==> config.mk <==
export PLATFORM = sky130hd
export DESIGN_NAME = rxsb_ctrl
export DESIGN_NICKNAME = d
export VERILOG_FILES = /design/src/rtl/rxsb_pkg.sv /design/src/rtl/rxsb_packer.sv /design/src/rtl/rxsb_index_bank.sv /design/src/rtl/rxsb_fsm.sv /design/src/rtl/rxsb_ctrl.sv
export SDC_FILE = /design/constraint.sdc
export NUM_CORES = 1
export LEC_CHECK = 0
export ABC_AREA = 1
export BUFFER_PORTS_ARGS = -buffer_cell sky130_fd_sc_hd__buf_4
export CAP_MARGIN = 20
export CELL_PAD_IN_SITES_DETAIL_PLACEMENT = 1
export CELL_PAD_IN_SITES_GLOBAL_PLACEMENT = 1
export CORE_ASPECT_RATIO = 2
export CORE_MARGIN = 3
export CORE_UTILIZATION = 35
export CTS_CLUSTER_SIZE = 8
export DETAILED_ROUTE_END_ITERATION = 10
export PLACE_DENSITY = 0.82
export REMOVE_ABC_BUFFERS = 1
export SYNTH_ARGS = -nofsm -noshare
export SYNTH_HDL_FRONTEND = slang
export SYNTH_SLANG_ARGS = --single-unit
==> constraint.sdc <==
create_clock -name clk -period 2.2 [get_ports clk]
set_input_delay 0.22 -clock clk [delete_from_list [all_inputs] [get_ports clk]]
set_output_delay 0.22 -clock clk [all_outputs]
set_load 0.01 [all_outputs]
==> src/rtl/rxsb_pkg.sv <==
package rxsb_pkg;

    typedef enum logic [2:0] {
        ST_IDLE,
        ST_RECV,
        ST_WAIT,
        ST_EVAL,
        ST_COMMIT,
        ST_STWR,
        ST_LOST
    } rxsb_state_e;

    // Slot status encoding: bit 0 = frame valid, bit 1 = null frame.
    function automatic logic good_frame(input logic [15:0] st);
        return st[0] & ~st[1];
    endfunction

endpackage

==> src/rtl/rxsb_packer.sv <==
module rxsb_packer #(
    parameter int OFF_W = 4
) (
    input  logic             clk,
    input  logic             rst_n,
    input  logic             clr,
    input  logic             take,
    input  logic [7:0]       byte_in,
    input  logic             flush,
    input  logic [OFF_W-1:0] limit_words,
    output logic             wr_en,
    output logic [OFF_W-1:0] wr_off,
    output logic [15:0]      wr_data,
    output logic [1:0]       wr_be
);
    localparam int CNT_W = OFF_W + 1;

    logic [CNT_W-1:0] byte_cnt;
    logic [CNT_W-1:0] byte_cap;
    logic [7:0]       lo_byte;
    logic             have_lo;
    logic             accept;

    assign byte_cap = {limit_words, 1'b0};
    assign accept   = take && (byte_cnt < byte_cap);

    always_ff @(posedge clk or negedge rst_n) begin
        if (!rst_n) begin
            byte_cnt <= '0;
            lo_byte  <= '0;
            have_lo  <= 1'b0;
            wr_en    <= 1'b0;
            wr_off   <= '0;
            wr_data  <= '0;
            wr_be    <= '0;
        end else if (clr) begin
            byte_cnt <= '0;
            have_lo  <= 1'b0;
            wr_en    <= 1'b0;
        end else begin
            wr_en <= 1'b0;
            if (accept) begin
                byte_cnt <= byte_cnt + 1'b1;
                wr_off   <= byte_cnt[CNT_W-1:1];
                if (have_lo) begin
                    wr_en   <= 1'b1;
                    wr_data <= {byte_in, lo_byte};
                    wr_be   <= 2'b11;
                    have_lo <= 1'b0;
                end else if (flush) begin
                    wr_en   <= 1'b1;
                    wr_data <= {8'h00, byte_in};
                    wr_be   <= 2'b01;
                end else begin
                    lo_byte <= byte_in;
                    have_lo <= 1'b1;
                end
            end else if (flush && have_lo) begin
                wr_en   <= 1'b1;
                wr_off  <= byte_cnt[CNT_W-1:1];
                wr_data <= {8'h00, lo_byte};
                wr_be   <= 2'b01;
                have_lo <= 1'b0;
            end
        end
    end

endmodule

==> src/rtl/rxsb_index_bank.sv <==
module rxsb_index_bank #(
    parameter int             NUM_BUF      = 4,
    parameter int             IDX_W        = 3,
    parameter int             BUF_W        = 2,
    parameter logic [IDX_W-1:0] SPARE_STATIC = 3'd4,
    parameter logic [IDX_W-1:0] SPARE_DYN    = 3'd5
) (
    input  logic                     clk,
    input  logic                     rst_n,
    input  logic                     swap_en,
    input  logic [BUF_W-1:0]         swap_buf,
    input  logic                     swap_seg,
    input  logic                     lost_en,
    input  logic [BUF_W-1:0]         lost_buf,
    output logic [NUM_BUF*IDX_W-1:0] buf_idx_flat,
    output logic [2*IDX_W-1:0]       shd_idx_flat,
    output logic [NUM_BUF-1:0]       lost,
    output logic                     commit,
    output logic [BUF_W-1:0]         commit_buf
);
    logic [IDX_W-1:0] buf_r [NUM_BUF];
    logic [IDX_W-1:0] shd_r [2];

    for (genvar k = 0; k < NUM_BUF; k++) begin : g_buf
        always_ff @(posedge clk or negedge rst_n) begin
            if (!rst_n) begin
                buf_r[k] <= IDX_W'(k);
                lost[k]  <= 1'b0;
            end else begin
                if (swap_en && (swap_buf == BUF_W'(k)))
                    buf_r[k] <= shd_r[swap_seg];
                if (lost_en && (lost_buf == BUF_W'(k)))
                    lost[k] <= 1'b1;
            end
        end
        assign buf_idx_flat[k*IDX_W +: IDX_W] = buf_r[k];
    end

    for (genvar s = 0; s < 2; s++) begin : g_shd
        localparam logic [IDX_W-1:0] SPARE = (s == 0) ? SPARE_STATIC : SPARE_DYN;
        always_ff @(posedge clk or negedge rst_n) begin
            if (!rst_n)
                shd_r[s] <= SPARE;
            else if (swap_en && (swap_seg == 1'(s)))
                shd_r[s] <= buf_r[swap_buf];
        end
        assign shd_idx_flat[s*IDX_W +: IDX_W] = shd_r[s];
    end

    always_ff @(posedge clk or negedge rst_n) begin
        if (!rst_n) begin
            commit     <= 1'b0;
            commit_buf <= '0;
        end else begin
            commit <= swap_en;
            if (swap_en)
                commit_buf <= swap_buf;
        end
    end

endmodule

==> src/rtl/rxsb_fsm.sv <==
module rxsb_fsm
    import rxsb_pkg::*;
#(
    parameter int NUM_BUF = 4,
    parameter int BUF_W   = 2
) (
    input  logic               clk,
    input  logic               rst_n,
    input  logic               frm_start,
    input  logic [BUF_W-1:0]   frm_buf,
    input  logic               frm_end,
    input  logic               slot_end,
    input  logic [15:0]        slot_status,
    input  logic [NUM_BUF-1:0] buf_seg,
    input  logic [NUM_BUF-1:0] host_dis,
    input  logic [NUM_BUF-1:0] host_lock,
    output logic               recv_on,
    output logic               pk_clr,
    output logic               pk_flush,
    output logic [BUF_W-1:0]   tgt_buf,
    output logic               tgt_seg,
    output logic [15:0]        stat_q,
    output logic               st_we,
    output logic               st_to_shadow,
    output logic               swap_en,
    output logic               lost_en
);
    rxsb_state_e state, state_nxt;

    always_ff @(posedge clk or negedge rst_n) begin
        if (!rst_n)
            state <= ST_IDLE;
        else
            state <= state_nxt;
    end

    always_comb begin
        state_nxt = state;
        unique case (state)
            ST_IDLE:   if (frm_start) state_nxt = ST_RECV;
            ST_RECV: begin
                if (slot_end)     state_nxt = ST_EVAL;
                else if (frm_end) state_nxt = ST_WAIT;
            end
            ST_WAIT:   if (slot_end) state_nxt = ST_EVAL;
            ST_EVAL: begin
                if (host_dis[tgt_buf])        state_nxt = ST_IDLE;
                else if (host_lock[tgt_buf])  state_nxt = ST_LOST;
                else if (good_frame(stat_q))  state_nxt = ST_COMMIT;
                else                          state_nxt = ST_STWR;
            end
            ST_COMMIT: state_nxt = ST_IDLE;
            ST_STWR:   state_nxt = ST_IDLE;
            ST_LOST:   state_nxt = ST_IDLE;
            default:   state_nxt = ST_IDLE;
        endcase
    end

    always_ff @(posedge clk or negedge rst_n) begin
        if (!rst_n) begin
            tgt_buf <= '0;
            tgt_seg <= 1'b0;
            stat_q  <= '0;
        end else begin
            if (state == ST_IDLE && frm_start) begin
                tgt_buf <= frm_buf;
                tgt_seg <= buf_seg[frm_buf];
            end
            if ((state == ST_RECV || state == ST_WAIT) && slot_end)
                stat_q <= slot_status;
        end
    end

    always_comb begin
        recv_on      = 1'b0;
        pk_clr       = 1'b0;
        pk_flush     = 1'b0;
        st_we        = 1'b0;
        st_to_shadow = 1'b0;
        swap_en      = 1'b0;
        lost_en      = 1'b0;
        unique case (state)
            ST_IDLE:   pk_clr = frm_start;
            ST_RECV: begin
                recv_on  = 1'b1;
                pk_flush = frm_end | slot_end;
            end
            ST_WAIT, ST_EVAL: ;
            ST_COMMIT: begin
                st_we        = 1'b1;
                st_to_shadow = 1'b1;
                swap_en      = 1'b1;
            end
            ST_STWR:   st_we   = 1'b1;
            ST_LOST:   lost_en = 1'b1;
            default: ;
        endcase
    end

endmodule

==> src/rtl/rxsb_ctrl.sv <==
module rxsb_ctrl #(
    parameter int             NUM_BUF      = 4,
    parameter int             IDX_W        = 3,
    parameter int             OFF_W        = 4,
    parameter logic [IDX_W-1:0] SPARE_STATIC = 3'd4,
    parameter logic [IDX_W-1:0] SPARE_DYN    = 3'd5,
    localparam int            BUF_W        = $clog2(NUM_BUF),
    localparam int            ADDR_W       = IDX_W + OFF_W
) (
    input  logic                     clk,
    input  logic                     rst_n,
    input  logic                     frm_start,
    input  logic [BUF_W-1:0]         frm_buf,
    input  logic                     rx_valid,
    input  logic [7:0]               rx_byte,
    input  logic                     frm_end,
    input  logic                     slot_end,
    input  logic [15:0]              slot_status,
    input  logic [OFF_W-1:0]         words_static,
    input  logic [OFF_W-1:0]         words_dyn,
    input  logic [NUM_BUF-1:0]       buf_seg,
    input  logic [NUM_BUF-1:0]       host_dis,
    input  logic [NUM_BUF-1:0]       host_lock,
    output logic                     mem_we,
    output logic [ADDR_W-1:0]        mem_addr,
    output logic [15:0]              mem_wdata,
    output logic [1:0]               mem_be,
    output logic [NUM_BUF*IDX_W-1:0] buf_idx,
    output logic [2*IDX_W-1:0]       shd_idx,
    output logic [NUM_BUF-1:0]       lost,
    output logic                     commit,
    output logic [BUF_W-1:0]         commit_buf
);
    logic             recv_on, pk_clr, pk_flush;
    logic [BUF_W-1:0] tgt_buf;
    logic             tgt_seg;
    logic [15:0]      stat_q;
    logic             st_we, st_to_shadow, swap_en, lost_en;
    logic             pk_we;
    logic [OFF_W-1:0] pk_off;
    logic [15:0]      pk_data;
    logic [1:0]       pk_be;
    logic [OFF_W-1:0] limit_words;
    logic [IDX_W-1:0] seg_shd;
    logic [IDX_W-1:0] tgt_idx;

    rxsb_fsm #(.NUM_BUF(NUM_BUF), .BUF_W(BUF_W)) fsm_i (
        .clk(clk), .rst_n(rst_n),
        .frm_start(frm_start), .frm_buf(frm_buf), .frm_end(frm_end),
        .slot_end(slot_end), .slot_status(slot_status),
        .buf_seg(buf_seg), .host_dis(host_dis), .host_lock(host_lock),
        .recv_on(recv_on), .pk_clr(pk_clr), .pk_flush(pk_flush),
        .tgt_buf(tgt_buf), .tgt_seg(tgt_seg), .stat_q(stat_q),
        .st_we(st_we), .st_to_shadow(st_to_shadow),
        .swap_en(swap_en), .lost_en(lost_en)
    );

    assign limit_words = tgt_seg ? words_dyn : words_static;

    rxsb_packer #(.OFF_W(OFF_W)) packer_i (
        .clk(clk), .rst_n(rst_n), .clr(pk_clr),
        .take(recv_on & rx_valid), .byte_in(rx_byte), .flush(pk_flush),
        .limit_words(limit_words),
        .wr_en(pk_we), .wr_off(pk_off), .wr_data(pk_data), .wr_be(pk_be)
    );

    rxsb_index_bank #(
        .NUM_BUF(NUM_BUF), .IDX_W(IDX_W), .BUF_W(BUF_W),
        .SPARE_STATIC(SPARE_STATIC), .SPARE_DYN(SPARE_DYN)
    ) bank_i (
        .clk(clk), .rst_n(rst_n),
        .swap_en(swap_en), .swap_buf(tgt_buf), .swap_seg(tgt_seg),
        .lost_en(lost_en), .lost_buf(tgt_buf),
        .buf_idx_flat(buf_idx), .shd_idx_flat(shd_idx),
        .lost(lost), .commit(commit), .commit_buf(commit_buf)
    );

    assign seg_shd = shd_idx[int'(tgt_seg)*IDX_W +: IDX_W];
    assign tgt_idx = buf_idx[int'(tgt_buf)*IDX_W +: IDX_W];

    always_comb begin
        if (st_we) begin
            mem_we    = 1'b1;
            mem_addr  = {(st_to_shadow ? seg_shd : tgt_idx), {OFF_W{1'b1}}};
            mem_wdata = stat_q;
            mem_be    = 2'b11;
        end else begin
            mem_we    = pk_we;
            mem_addr  = {seg_shd, pk_off};
            mem_wdata = pk_data;
            mem_be    = pk_we ? pk_be : 2'b00;
        end
    end

endmodule

Yosys cells after proc, flatten, opt, wreduce, memory -nomap -nowiden --
Cells that the tools add are included.
Storage, ports and cells: word-level logic and storage cells 136, register bits 84, output and inout port bits 51
Cells by class: $add $sub $neg 1, multiplexer cells 55, $mul 2, $lt $le $gt $ge 5, bitwise logic cells 10, eq/ne operators 13, shift-type cells 2, reductions and logical operators 25
Operator list (number):
- $mux W16 | 5
- $mux W3 | 12
- $mux W1 | 21
- $logic_and A1 B1 Y1 | 14
- $mux W2 | 6
- $mux W4 | 3
- $pmux W3 S4 | 1
- $shiftx A12 B5 Y3 | 1
- $mux W5 | 2
- $eq A3 B3 Y1 const B | 3
- $mux W7 | 1
- $bmux W1 S2 | 3
- $bmux W3 S2 | 1
- $eq A3 B2 Y1 const B | 2
- $lt A2 B3 Y1 const B | 2
- $reduce_and A3 Y1 | 2
- $shiftx A6 B4 Y3 | 1
- $add A5 B1 Y5 const B | 1
- $lt A5 B5 Y1 | 1
- $not A1 Y1 | 5
- $eq A2 B2 Y1 const B | 2
- $mul A2 B2 Y4 const B | 1
- $ne A2 B2 Y1 const B | 2
- $reduce_and A4 Y1 | 1
- 18 further kinds | 20

Logic depth before layout (Yosys ltp) --
depth after elaboration 6, depth in mapped cells 12, mapped depth without buffers 12

Modules after synthesis --
Synthesis repeated with hierarchy kept, for this count alone.
Second synthesis, totals: cell total of the unflattened synthesis 663, area, all modules 4844.6 um2
Modules (own cells, without submodules):
- rxsb_packer | area each 2023.2 um2, sequential area each 925.9 um2, cells an instance 246, times used 1
- rxsb_index_bank | area each 1144.8 um2, sequential area each 634.4 um2, cells an instance 136, times used 1
- rxsb_fsm | area each 1141.1 um2, sequential area each 550.5 um2, cells an instance 152, times used 1
- rxsb_ctrl | area each 535.5 um2, sequential area each 0.0 um2, cells an instance 129, times used 1

Worst setup path after synthesis --
Ideal clock, no wire load.
path type flip-flop to flip-flop, start point reg fsm_i.tgt_seg, end point reg packer_i.wr_be[1], data required time 2.077 ns, data arrival time 2.169 ns, stages on the path, launching flop included 11, path buffers 2, slack -0.092 ns, cells stage by stage dfrtp_1 -> clkbuf_1 -> mux2i_1 -> ha_1 -> a211oi_4 -> nand2_4 -> nand2_4 -> nand2_4 -> buf_12 -> nand2_1 -> nand2_1
On the way: word-level cells in the longest chain between the ends 5
Ends and longest elaborated chain:
- from (decl) | line rxsb_fsm.sv:21 | output logic tgt_seg,
- from (signal assigned) | line rxsb_fsm.sv:67 | tgt_seg <= buf_seg[frm_buf];
- $mux W4 * | line rxsb_ctrl.sv:58 | assign limit_words = tgt_seg ? words_dyn : words_static;
- $lt A5 B5 Y1 * | line rxsb_packer.sv:25 | assign accept = take && (byte_cnt < byte_cap);
- $logic_and A1 B1 Y1 * | line rxsb_packer.sv:25
- $ne A3 B1 Y1 (no line) / $reduce_bool A2 Y1 (equally long branches)
- $reduce_and A3 Y1 (no line)
- to (signal assigned) | line rxsb_packer.sv:35 | wr_be <= '0;
- to (signal assigned) | line rxsb_packer.sv:48 | wr_be <= 2'b11;
- to (signal assigned) | line rxsb_packer.sv:53 | wr_be <= 2'b01;
- to (decl) | line rxsb_packer.sv:14 | output logic [1:0] wr_be
Mark *: on every way between the ends. The rest lies on a longest branch, timed or not. A chain may end at the register's enable or synchronous reset.

Final worst setup path --
start point reg fsm_i.tgt_seg, end point out mem_addr[6]
On the way: word-level cells in the longest chain between the ends 4
Ends and longest elaborated chain:
- $mul A1 B2 Y3 * | line rxsb_ctrl.sv:78 | assign seg_shd = shd_idx[int'(tgt_seg)*IDX_W +: IDX_W];
- $shiftx A6 B4 Y3 * | line rxsb_ctrl.sv:78
- $mux W3 | line rxsb_ctrl.sv:84 | mem_addr = {(st_to_shadow ? seg_shd : tgt_idx), {OFF_W{1'b1}}};
- $mux W7 * | line rxsb_ctrl.sv:82 | if (st_we) begin
- to (decl) | line rxsb_ctrl.sv:25 | output logic [ADDR_W-1:0] mem_addr,
Marks and branches as above.

==> results by group <==
Run status
  – Outcome: completed

Logic synthesis
  – Unique masters post-synth: 34
  – EDFF count, synth: 0
  – Syn avg cell area: 8.12 um^2
  – Post-Synth Simple-Gate Area: 22.6%
  – Yosys warning total: 0
  – Cells after synthesis: 506
  – Mux share of post-synthesis cell area: 0.731%
  – Post-synthesis sequential area ratio: about 51%
  – Synth Area in Compound Gates: ~15%
  – Most used DFF post-synth: dfrtp_1
  – Count leader, synth: nand2_1
  – Post-Synth XOR/XNOR Area: 0.853%
  – Post-synth top area share: 46.9%
  – Synth cell count leaders: 142 x nand2_1, 77 x dfrtp_1, 64 x o21ai_0
  – Mapped Area: 4110 um^2
  – Synth Register Bits: 84
  – Area leader, netlist: dfrtp_1
  – Synth top area cells: dfrtp_1 47%, nand2_1 13%, o21ai_0 7.8%
  – Largest family of logic cells by synthesized area: simple AND/OR/NAND/NOR gates
  – Post-Synth Adder-Cell Area: under 10%
  – Ys async rst share: between 90% and 100%

Flow run
  – Max Cap Viol: 0

GRT
  – Antenna violations before repair: 0
  – Remaining global-route overflow: 0
  – GRT Total Usage: between 20% and 30%
  – Largest net degree at the start of global routing: 49
  – Vias in the first global route: around 4,200
  – First-pass GRT wire length: just over 20,000 um

Clock network
  – CTS root buf: clkbuf_16
  – CTS tree: yes
  – Clock Path Buffers: 2
  – CTS H-tree depth: 3
  – Clk slew on worst S/H paths: 60 ps
  – Number of buffers created by CTS: 9
  – Clock latency on the worst-skew pair: 350 ps
  – Num Clock Sinks: 84

Drt
  – Drt drc: 0
  – Pre-antenna DRT Iters: 4
  – Initial DRC count: between 80 and 90
  – Antenna Nets Post-Route: 0
  – Via count: 3,881
  – Routed length per placed instance: around 17 um
  – Vias per cell: 5.07
  – Drt total wl: 12,700 um

Min path
  – Worst min-delay path category: in -> reg

Setup path
  – Critical Path Fanout Max: 9
  – Worst reg2reg endpoint: packer_i.wr_data[4]$_DFFE_PN0P_
  – Setup CP Type: reg -> out
  – Critical path arrival: 1950 ps
  – CP required: 1980 ps
  – Cells on worst reg2reg path: 10
  – Type of origin of the critical path: flop
  – R2R setup slack: 110 ps
  – CP endpoint kind: primary output
  – R2R Path Start: fsm_i.tgt_seg$_DFFE_PN0P_
  – Crit path to: mem_addr[6]
  – CP Launch Point: fsm_i.tgt_seg$_DFFE_PN0P_

Die
  – Starting density of the core: 36.0%
  – Cell Rows: 55
  – Core Footprint: 11,400 um^2
  – I/O pin cnt: 103
  – Die width: approximately 83 um
  – Die ar.: roughly 13,000 um^2
  – Die Ht: ~160 um

Pwr
  – Total design power: 7.91 mW
  – PwrDens: 1440 nW/um^2
  – Peak VDD IR: 0.719 mV
  – P_leak: 2.81 nW

Place
  – IO buf count: 102
  – GPL Wtd Cong: 0.823
  – HPWL after detailed placement: 9920 um

Final layout
  – Layout cells sized above 1: 26.9%
  – N_diodes: 0
  – Area growth syn-to-layout: 33.4%
  – Filler instances: around 1,400
  – Nets: slightly below 700
  – Post-layout util: 48.0%

Timing
  – Worst-Margin Slew: roughly 560 ps
  – Tcrit/Tclk final: a little over nine tenths
  – Final min period: between 2000 and 2500 ps
  – Worst Skew: 5.93 ps
  – Slew headroom: 62.6%
  – Final Slew Violations: 0
  – Fin. Hold Viols: 0
  – Final setup violation count: 0
  – Peak Freq: 0.460 GHz
-- registers in the layout, indices dropped and copies added (netlist names) --
register / count
bank_i.shd_idx_flat: 6
fsm_i.state: 3
packer_i.byte_cnt: 5
packer_i.wr_en: 1
packer_i.wr_be: 2
bank_i.commit: 1
packer_i.wr_off: 4
bank_i.buf_idx_flat: 12
packer_i.wr_data: 16
bank_i.commit_buf: 2
fsm_i.tgt_buf: 2
fsm_i.stat_q: 16
packer_i.lo_byte: 8
packer_i.have_lo: 1
fsm_i.tgt_seg: 1
bank_i.lost: 4
-- cell families after synthesis --
group	count (synthesis)
AOI/OAI and AO/OA	114
and+or+nand+nor	217
DFF	84
adders and majority gates	4
xor gates and xnor gates	4
muxes	3
buffers and inverters	80
-- how the worst min path moves through the flow --
stage / from / to / slack [ps] / cells after the start
5_1_grt: slot_status[7] / fsm_i.stat_q[7]$_DFFE_PN0P_ / 120 / 3
3_5_place_dp: rst_n / bank_i.shd_idx_flat[4]$_DFFE_PN0P_ / 220 / 1
3_3_place_gp: rst_n / bank_i.shd_idx_flat[0]$_DFFE_PN0P_ / 210 / 1
4_1_cts: slot_status[9] / fsm_i.stat_q[9]$_DFFE_PN0P_ / 110 / 3
6_report: slot_status[9] / fsm_i.stat_q[9]$_DFFE_PN0P_ / 120 / 3
2_1_floorplan: rst_n / bank_i.buf_idx_flat[0]$_DFFE_PN0P_ / -80 / 0
-- area by class of cell --
cell class | instances | area (um^2) | area share (%)
clock buffers | 9 | 225 | 4.11
clock inverters | 7 | 98.8 | 1.80
inverters | 64 | 243 | 4.43
multi-input cells | 342 | 1720 | 31.4
flip-flops and latches | 84 | 2110 | 38.5
well taps | 142 | 178 | 3.24
repair buffers | 118 | 905 | 16.5
-- through the flow --
stage	setup slack (ps)	instances	hold WS [ps]	TNS, ps	instance area, um^2
after floorplan	-74.5	490	-75.6	-596	4030
after global placement	166	747	215	0	5080
after detailed placement	20.6	747	223	0	5080
after CTS	5.87	764	106	0	5420
after global routing	-28.4	766	120	-105	5480
final	27.3	766	116	0	5480
-- power by group --
part / internal, mW / switching [mW]
clock network: 1.00 / 0.649
registers: 2.20 / 0.479
logic: 1.45 / 2.13
-- cell usage in the layout (no fill, tap or decap), types with 2 or more instances in the layout --
master and count:
ha_1 4, nand2_2 10, a22oi_1 4, clkbuf_16 9, buf_4 115, inv_1 60
nand2_8 2, nand2_1 141, a21o_1 2, dfrtp_1 76, nand3_1 18, inv_6 2
o21a_1 3, nor2_2 2, a31o_2 2, o21ai_1 15, o21ai_0 57, nand4_1 4
nand3_4 2, nor2_1 33, a21oi_1 23, inv_2 3, o221ai_2 2, mux2i_1 3
bufinv_16 2, dfstp_2 7, nor3_1 2, xor2_1 3
-- worst max-delay path, stage by stage (launching register included) --
cell     delay, ps
dfrtp_1        440
buf_6          170
o21ai_0        460
inv_1          190
o21ai_0        200
buf_4          150
-- per-layer routing --
metal | track usage (%) | part of all wire, % | vias to the layer above
met3 | 2.94 | 3.8 | 42
li1 | - | - | 1857
met2 | 38.3 | 57 | 107
met4 | 12.0 | 5.4 | 0
met1 | 19.9 | 34 | 1875
met5 | 0 | 0 | -
-- what timing repair did --
action	in CTS	in global routing
hold buffers	1	0
setup endpoints to repair	3	20
pin swaps	1	2
endpoints found under the hold margin	31	0
setup buffers	0	2
gates resized for setup	2	16
(Power assumes the default switching activity.)
